[src/rtl/la_fifo_scaler.sv]
module la_fifo_scaler #(
  parameter int LA_W   = 8,
  parameter int DEPTH  = 64,
  parameter int CNT_W  = 4,
  parameter int RST_LA = 150,
  parameter int FREE_W = $clog2(DEPTH + 1)
) (
  input  logic              clk,
  input  logic              rst_n,
  input  logic              reg_wr,
  input  logic [1:0]        reg_addr,
  input  logic [31:0]       reg_wdata,
  output logic [31:0]       reg_rdata,
  input  logic [FREE_W-1:0] fifo_free,
  output logic [LA_W-1:0]   la_out
);
  localparam int MW = LA_W + 8;
  localparam int FW = FREE_W + 8;
  localparam logic [MW-1:0] HUNDRED_M = MW'(100);
  localparam logic [FW-1:0] HUNDRED_F = FW'(100);
  localparam logic [FW-1:0] DEPTH_F   = FW'(DEPTH);
  localparam logic [CNT_W-1:0] CNT_MAX = '1;

  logic [LA_W-1:0]  la_reg;
  logic [7:0]       pct_lo, pct_mid, pct_hi;
  logic             support;
  logic [CNT_W-1:0] cnt;
  logic             scale_en;

  logic [7:0] w_lo, w_mid, w_hi;
  logic       thr_ok, acq, rel;

  assign w_lo   = reg_wdata[7:0];
  assign w_mid  = reg_wdata[15:8];
  assign w_hi   = reg_wdata[23:16];
  assign thr_ok = (w_lo <= w_mid) && (w_mid <= w_hi) && (w_hi <= 8'd100);
  assign acq    = reg_wr && reg_addr == 2'd3 && reg_wdata[0] && !reg_wdata[1];
  assign rel    = reg_wr && reg_addr == 2'd3 && reg_wdata[1] && !reg_wdata[0];
  assign scale_en = |cnt;

  always_ff @(posedge clk) begin
    if (!rst_n) begin
      la_reg  <= LA_W'(RST_LA);
      pct_lo  <= 8'd100;
      pct_mid <= 8'd100;
      pct_hi  <= 8'd100;
      support <= 1'b0;
      cnt     <= '0;
    end else begin
      if (reg_wr && reg_addr == 2'd0) la_reg <= reg_wdata[LA_W-1:0];
      if (reg_wr && reg_addr == 2'd1 && thr_ok) begin
        pct_lo  <= w_lo;
        pct_mid <= w_mid;
        pct_hi  <= w_hi;
      end
      if (reg_wr && reg_addr == 2'd2) support <= reg_wdata[0];
      if (acq && cnt != CNT_MAX) cnt <= cnt + 1'b1;
      else if (rel && cnt != '0) cnt <= cnt - 1'b1;
    end
  end

  always_comb begin
    unique case (reg_addr)
      2'd0: reg_rdata = 32'(la_reg);
      2'd1: reg_rdata = {8'd0, pct_hi, pct_mid, pct_lo};
      2'd2: reg_rdata = {31'd0, support};
      default: reg_rdata = {15'd0, scale_en, 16'(cnt)};
    endcase
  end

  logic [FREE_W-1:0] free_c;
  logic [FW-1:0]     free_prod;
  logic [7:0]        free_pct;
  logic [MW-1:0]     lvl, t_lo, t_mid, t_hi;

  assign free_c    = (32'(fifo_free) > DEPTH) ? FREE_W'(DEPTH) : fifo_free;
  assign free_prod = (FW'(free_c) * HUNDRED_F) / DEPTH_F;
  assign free_pct  = free_prod[7:0];
  assign lvl   = (MW'(free_pct) * MW'(la_reg)) / HUNDRED_M;
  assign t_lo  = (MW'(pct_lo)   * MW'(la_reg)) / HUNDRED_M;
  assign t_mid = (MW'(pct_mid)  * MW'(la_reg)) / HUNDRED_M;
  assign t_hi  = (MW'(pct_hi)   * MW'(la_reg)) / HUNDRED_M;

  logic [LA_W-1:0] la_nxt;
  always_comb begin
    if (!scale_en || !support) la_nxt = la_reg;
    else if (lvl <= t_lo)      la_nxt = la_reg;
    else if (lvl <= t_mid)     la_nxt = la_reg >> 1;
    else if (lvl <= t_hi)      la_nxt = la_reg >> 2;
    else                       la_nxt = '0;
  end

  always_ff @(posedge clk) begin
    if (!rst_n) la_out <= LA_W'(RST_LA);
    else        la_out <= la_nxt;
  end
endmodule

[config.mk]
export PLATFORM = sky130hd
export DESIGN_NAME = la_fifo_scaler
export DESIGN_NICKNAME = d
export VERILOG_FILES = /design/src/rtl/la_fifo_scaler.sv
export SDC_FILE = /design/constraint.sdc
export NUM_CORES = 1
export LEC_CHECK = 0
export BUFFER_PORTS_ARGS = -buffer_cell sky130_fd_sc_hd__buf_2
export CAP_MARGIN = 0
export CORE_ASPECT_RATIO = 1.1
export CORE_MARGIN = 5
export CORE_UTILIZATION = 25
export DETAILED_ROUTE_END_ITERATION = 7
export GPL_ROUTABILITY_DRIVEN = 0
export MAX_ROUTING_LAYER = met4
export RECOVER_POWER = 100
export SYNTH_ARGS = -nofsm -noshare
export SYNTH_HDL_FRONTEND = slang
export SYNTH_SLANG_ARGS = --single-unit
[constraint.sdc]
create_clock -name clk -period 15.74 [get_ports clk]
set_input_delay 3.148 -clock clk [delete_from_list [all_inputs] [get_ports clk]]
set_output_delay 3.148 -clock clk [all_outputs]
set_load 0.005 [all_outputs]
==> results of run 1 <==
[area by class of cell]
| type | instances | area (sq um) |
|---|---|---|
| clock inverter | 3 | 48.8 |
| inverter | 233 | 875 |
| clock buffer | 5 | 125 |
| tap | 1064 | 1330 |
| fill | 8753 | 57300 |
| antenna | 3 | 7.51 |
| sequential | 45 | 901 |
| multi-input combinational | 2246 | 19000 |
| timing repair buffer | 286 | 2020 |
[worst min-delay path by stage]
stage | endpoint | slack [ps] | cells after the start
2_1_floorplan | support | 500 | 2
3_3_place_gp | la_reg[4] | 450 | 2
3_5_place_dp | la_reg[4] | 460 | 2
4_1_cts | la_reg[4] | 480 | 2
5_1_grt | la_reg[4] | 520 | 2
6_report | la_reg[4] | 480 | 2
[cell usage after synthesis (10+ instances only)]
| master | number | area, sq um |
|---|---|---|
| a211o_1 | 14 | 123 |
| a211oi_1 | 38 | 285 |
| a21o_1 | 50 | 375 |
| a21oi_1 | 114 | 571 |
| a221o_1 | 15 | 150 |
| a22oi_1 | 10 | 75.1 |
| a31oi_1 | 32 | 200 |
| and2_1 | 172 | 1080 |
| and3_1 | 24 | 150 |
| buf_2 | 24 | 120 |
| buf_4 | 15 | 113 |
| clkbuf_1 | 88 | 330 |
| dfxtp_1 | 45 | 901 |
| fa_1 | 147 | 2940 |
| ha_1 | 214 | 2680 |
| inv_1 | 228 | 856 |
| mux2i_1 | 61 | 611 |
| nand2_1 | 252 | 946 |
| nand2b_1 | 29 | 181 |
| nand3_1 | 66 | 330 |
| nand4_1 | 35 | 219 |
| nor2_1 | 139 | 522 |
| nor2b_1 | 61 | 382 |
| nor3_1 | 67 | 335 |
| nor4_1 | 19 | 119 |
| o2111ai_1 | 12 | 105 |
| o211a_1 | 14 | 140 |
| o211ai_1 | 39 | 293 |
| o21a_1 | 29 | 218 |
| o21ai_0 | 92 | 460 |
| o21ai_1 | 27 | 135 |
| o221ai_1 | 13 | 114 |
| o22ai_1 | 17 | 106 |
| o31ai_1 | 20 | 150 |
| or2_2 | 12 | 75.1 |
| or3_1 | 27 | 169 |
| xnor2_1 | 69 | 604 |
| xor2_1 | 33 | 289 |
[stage by stage]
step | hold WS (ps) | setup WS, ps | cells | instance area (sq um)
2_1_floorplan | 503 | 5.94 | 2660 | 20700
3_3_place_gp | 455 | -828 | 3841 | 23200
3_5_place_dp | 458 | -880 | 3841 | 23200
4_1_cts | 476 | 2.89 | 3861 | 23700
5_1_grt | 523 | -740 | 3885 | 24400
6_report | 482 | -106 | 3885 | 24400
[cells by family after synthesis]
logic type	synth area share
other	0.000183
and+or+nand+nor	0.243
DFF	0.0439
muxes	0.0366
adders and majority gates	0.277
xor gates and xnor gates	0.0488
AOI/OAI and AO/OA	0.278
buffers and inverters	0.0725
[worst min-delay path, delay by kind of cell (launching register included)]
| kind | cells | cell delay (ps) |
|---|---|---|
| simple gates | 1 | 60 |
| mux | 1 | 70 |
| flops | 1 | 330 |
[metal layers]
layer,track usage,part of all wire
met2,0.220,0.48
met3,0.0105,0.035
met4,0.0167,0.014
met5,-,0
met1,0.173,0.47
[repair_timing]
item | in CTS | in global routing
setup endpoints to repair | 8 | 8
setup buffers | 11 | 23
pin swaps | 47 | 80
gates cloned | 1 | 0
gates resized for setup | 59 | 101
==> flow_metrics.tcl, run 1 <==
set metrics [dict create \
    vias 20128 \
    critPathLaunch "fifo_free[6]" \
    status "complete, but fails checks" \
    final_nets 3222 \
    grt_pass1_wl_mm 96.4 \
    synth-main-ff-cell "dfxtp_1" \
    yosys_warnings 0 \
    clock_latency_ps 300 \
    cp-end-kind "flip-flop" \
    yosysSeqAreaShare 0.0439 \
    maxSlewViolCount 25 \
    cp_max_fo 7 \
    worst_pin_slew_ps 1790 \
    avgSynthCellArea_sq_um 7.74 \
    grt-ovfl-total 0 \
    synth_edf_count 0 \
    endpoint "la_out[5]" \
    synth_area_sq_mm 0.0205 \
    max_cap_violations 1 \
    cts_hold_buffers 0 \
    required_ps 15900 \
    areaGrowthSynthToFinish_pct 18.6 \
    port_buffers 67 \
    fin_ws_ps -106 \
    dr.pass1.iters 5 \
    clkSinkCount 45 \
    reg2reg_depth 47 \
    reg2reg_to "la_out[5]" \
    cts_root_buf "clkbuf_16" \
    numCtsBuffers 5 \
    antenna_left 0 \
    drc 0 \
    coreArea_sq_mm 0.0816 \
    final_util 0.298 \
    rsz0062_at_grt "yes" \
    wl_per_cell_microns 15.0 \
    reg2reg_setup_slack_ps 2120 \
    cts_tree "built" \
    die_w_microns 283 \
    clock_skew_ps 12.5 \
    clk_pin_slew_ps 70 \
    dr.first_iter.drc_count 1100 \
    min_path_type "reg2reg" \
    fin_setup_tns_ps -106 \
    cts.htree.levels 2 \
    grt_pass1_vias 19317 \
    cpMaxStageDelayCell "fa_1" \
    cts_buffer_depth 2 \
    regToRegStartpoint "la_reg[6]" \
    setup_viol 1 \
    synth.distinct_cells 138 \
    violations "max-capacitance violations, max-slew violations, negative setup slack" \
    hold_violations 0 \
    relSlewSlack -0.191 \
    drive_gt1_frac 0.189 \
    holdCritStartpoint "la_reg[4]" \
    grt_use_total 0.129 \
    final_common_cell "nand2_1" \
    path_class "in2reg" \
    startpoint_type "input port" \
    ys_seq_elements 45 \
    crit_arrival_ps 16010 \
    synthArstFlopShare 0 \
    io_pins 84 \
    mostFrequentLayoutCells "nand2_1 (249), inv_1 (221), ha_1 (199), buf_4 (199), and2_1 (153)" \
    die_area_sq_mm 0.0880 \
    num_rows 110 \
    hpwlAfterDp_mm 46.3 \
    postSynthCellCount 2653 \
    dieHeight_microns 311 \
    max_stage_delay_ps 530 \
    period_needed_ps 15850 \
    timing.final.crit_share 1.01 \
    grt_max_degree 46 \
    path_buf_inv 12 \
    viasPerCell 5.18 \
    fmax_mhz 63.1 \
    wl_mm 58.2 \
    start_util 0.252 \
    antenna_found_initial 5 \
    path_delay_family "compound AO/OA/AOI/OAI gates" \
    cp.depth 66 \
]
Power of run 1 is not shown: default switching activity piles up to over one toggle a cycle in this logic, so the estimate is an artifact.
==> inputs of run 2 (changes only) <==
--- a/config.mk
+++ b/config.mk
@@ -5,11 +5,14 @@
 export SDC_FILE = /design/constraint.sdc
 export NUM_CORES = 1
 export LEC_CHECK = 0
+export ABC_AREA = 1
 export BUFFER_PORTS_ARGS = -buffer_cell sky130_fd_sc_hd__buf_2
 export CAP_MARGIN = 0
 export CORE_ASPECT_RATIO = 1.1
 export CORE_MARGIN = 5
 export CORE_UTILIZATION = 25
+export CTS_BUF_LIST = sky130_fd_sc_hd__clkbuf_8
+export CTS_CLUSTER_DIAMETER = 120
 export DETAILED_ROUTE_END_ITERATION = 7
 export GPL_ROUTABILITY_DRIVEN = 0
 export MAX_ROUTING_LAYER = met4
==> run 2 against run 1 <==
  * The run now ends clean
  * Count of clock-buffer cells in the layout is the same
  * Register-to-register slack better by 3200 ps
  * Area after synthesis shrank 12%
  * Design area fell by 18%
  * Via count fell by 15%
  * Final cell count is 0.23% higher
  * Utilization decreased by 2.0 points
  * Global-route usage decreased by 1.9 points
  * Routed wire length is 27% lower
  * Critical path depth rose by 17
  * Critical endpoint unchanged
==> flow_metrics.tcl, run 2 <==
set metrics [dict create \
    status "complete, no violations" \
    postSynthCellCount 2877 \
    fin_ws_ps 962 \
    dr.first_iter.drc_count 770 \
    max_cap_violations 0 \
    fin_setup_tns_ps 0 \
    io_pins 84 \
    cpMaxStageDelayCell "fa_1" \
    path_class "in2reg" \
    fillers 8079 \
    die_w_microns 267 \
    grt_pass1_wl_mm 74.2 \
    multi_input_area_sq_mm 0.0147 \
    grt_use_total 0.110 \
    netlist_top_cells_area "fa_1 (16%), nand2_1 (16%), ha_1 (15%), inv_1 (12%), nand3_1 (5.3%)" \
    viasPerCell 4.42 \
    start_util 0.252 \
    drc 0 \
    antenna_found_initial 0 \
    period_needed_ps 14780 \
    dr.pass1.iters 5 \
    maxSlewViolCount 0 \
    wl_per_cell_microns 10.9 \
    final_nets 3353 \
    die_area_sq_mm 0.0781 \
    crit_arrival_ps 15030 \
    relSlewSlack 0.199 \
    coreArea_sq_mm 0.0719 \
    grt_max_degree 32 \
    regArea_sq_um 901 \
    synthArstFlopShare 0 \
    final_common_cell "nand2_1" \
    grt_pass1_vias 16326 \
    avgSynthCellArea_sq_um 6.31 \
    yosysSeqAreaShare 0.0497 \
    yosys.area.top_type "fa_1" \
    synth.most_common_cell "nand2_1" \
    finalNonFillerCells 3894 \
    synth_top_area_share 0.162 \
    antenna_left 0 \
    clock_latency_ps 330 \
    mostFrequentLayoutCells "nand2_1 (766), inv_1 (603), ha_1 (211), nand3_1 (192), nor2_1 (184)" \
    numCtsBuffers 5 \
    synth_area_sq_mm 0.0181 \
    vias 17204 \
    cp_max_fo 8 \
    path_common_cell "nand2_1" \
    synth_edf_count 0 \
    setup_viol 0 \
    min_path_type "reg2reg" \
    place_ws_ps 262 \
    cts.htree.levels 2 \
    max_stage_delay_ps 530 \
    yosys_warnings 0 \
    antenna_cells 0 \
    cts_root_buf "clkbuf_8" \
    fmax_mhz 67.7 \
    synth-main-ff-cell "dfxtp_1" \
    ys_seq_elements 45 \
    dieHeight_microns 293 \
    synthTopCellsByCount "nand2_1 (771), inv_1 (604), ha_1 (214)" \
    clkSinkCount 45 \
    hold_violations 0 \
    drive_gt1_frac 0.121 \
    required_ps 15990 \
    cp-end-kind "flip-flop" \
    num_rows 103 \
    port_buffers 67 \
    cts_buffer_depth 2 \
    cts_tree "built" \
    areaGrowthSynthToFinish_pct 10.4 \
    synth.distinct_cells 59 \
    clk_pin_slew_ps 120 \
    dp_cells 3886 \
    clock_skew_ps 31.5 \
    hpwlAfterDp_mm 36.3 \
    grt-ovfl-total 0 \
    startpoint_type "input port" \
    post_cts_buffers 0 \
    final_util 0.279 \
    wl_mm 42.5 \
    worst_pin_slew_ps 1200 \
    timing.final.crit_share 0.939 \
]
## run 2: routing by layer
layer  part of all wire  track usage  vias up
li1                   -            -     9071
met1               0.49        0.147     7858
met2               0.47        0.190      243
met3              0.022      0.00277       32
met4              0.012       0.0150        0
met5                  0            -        -
## run 2: kinds of logic after synthesis
logic type | synth area share
simple gates | 0.376
buf+inv | 0.147
fa+ha+maj | 0.310
compound gates | 0.0857
xor+xnor | 0.0305
flops | 0.0497
other cells | 0.000207
mux | 0.000552
## run 2: worst paths after layout
| path | from | endpoint | cells after the start | slack [ps] |
|---|---|---|---|---|
| worst max-delay path | fifo_free[3] | la_out[5] | 83 | 960 |
| worst min-delay path | cnt[3] | cnt[3] | 1 | 540 |
| worst max register to register | la_reg[3] | la_out[5] | 69 | 5350 |
| worst min register to register | cnt[3] | cnt[3] | 1 | 540 |
## run 2: cell type report
cell class	count	share of cell area
Multi-Input combinational cell	2135	0.734
Inverter	635	0.119
Tap cell	945	0.0590
Sequential cell	45	0.0450
Timing Repair Buffer	126	0.0367
Clock buffer	5	0.00344
Clock inverter	3	0.00250
## run 2: repair_timing
action                     4_1_cts  5_1_grt
gates resized for setup          0       28
hold buffers                     0        0
setup endpoints to repair        0        8
## run 2: critical path, delay by kind of cell
kind	cells	cell delay, ps
adders and majority gates	10	3920
xor gates and xnor gates	1	120
buffers and inverters	15	1480
AOI/OAI and AO/OA	10	1740
and+or+nand+nor	47	4630
## run 2: per-stage QoR
step | hold slack, ps | instance area [sq um]
CTS | 534 | 20000
global placement | 485 | 19800
global route | 554 | 20000
finish | 539 | 20000
floorplan | 438 | 18200
detailed placement | 505 | 19800
Power of run 2 is left out for the same reason.
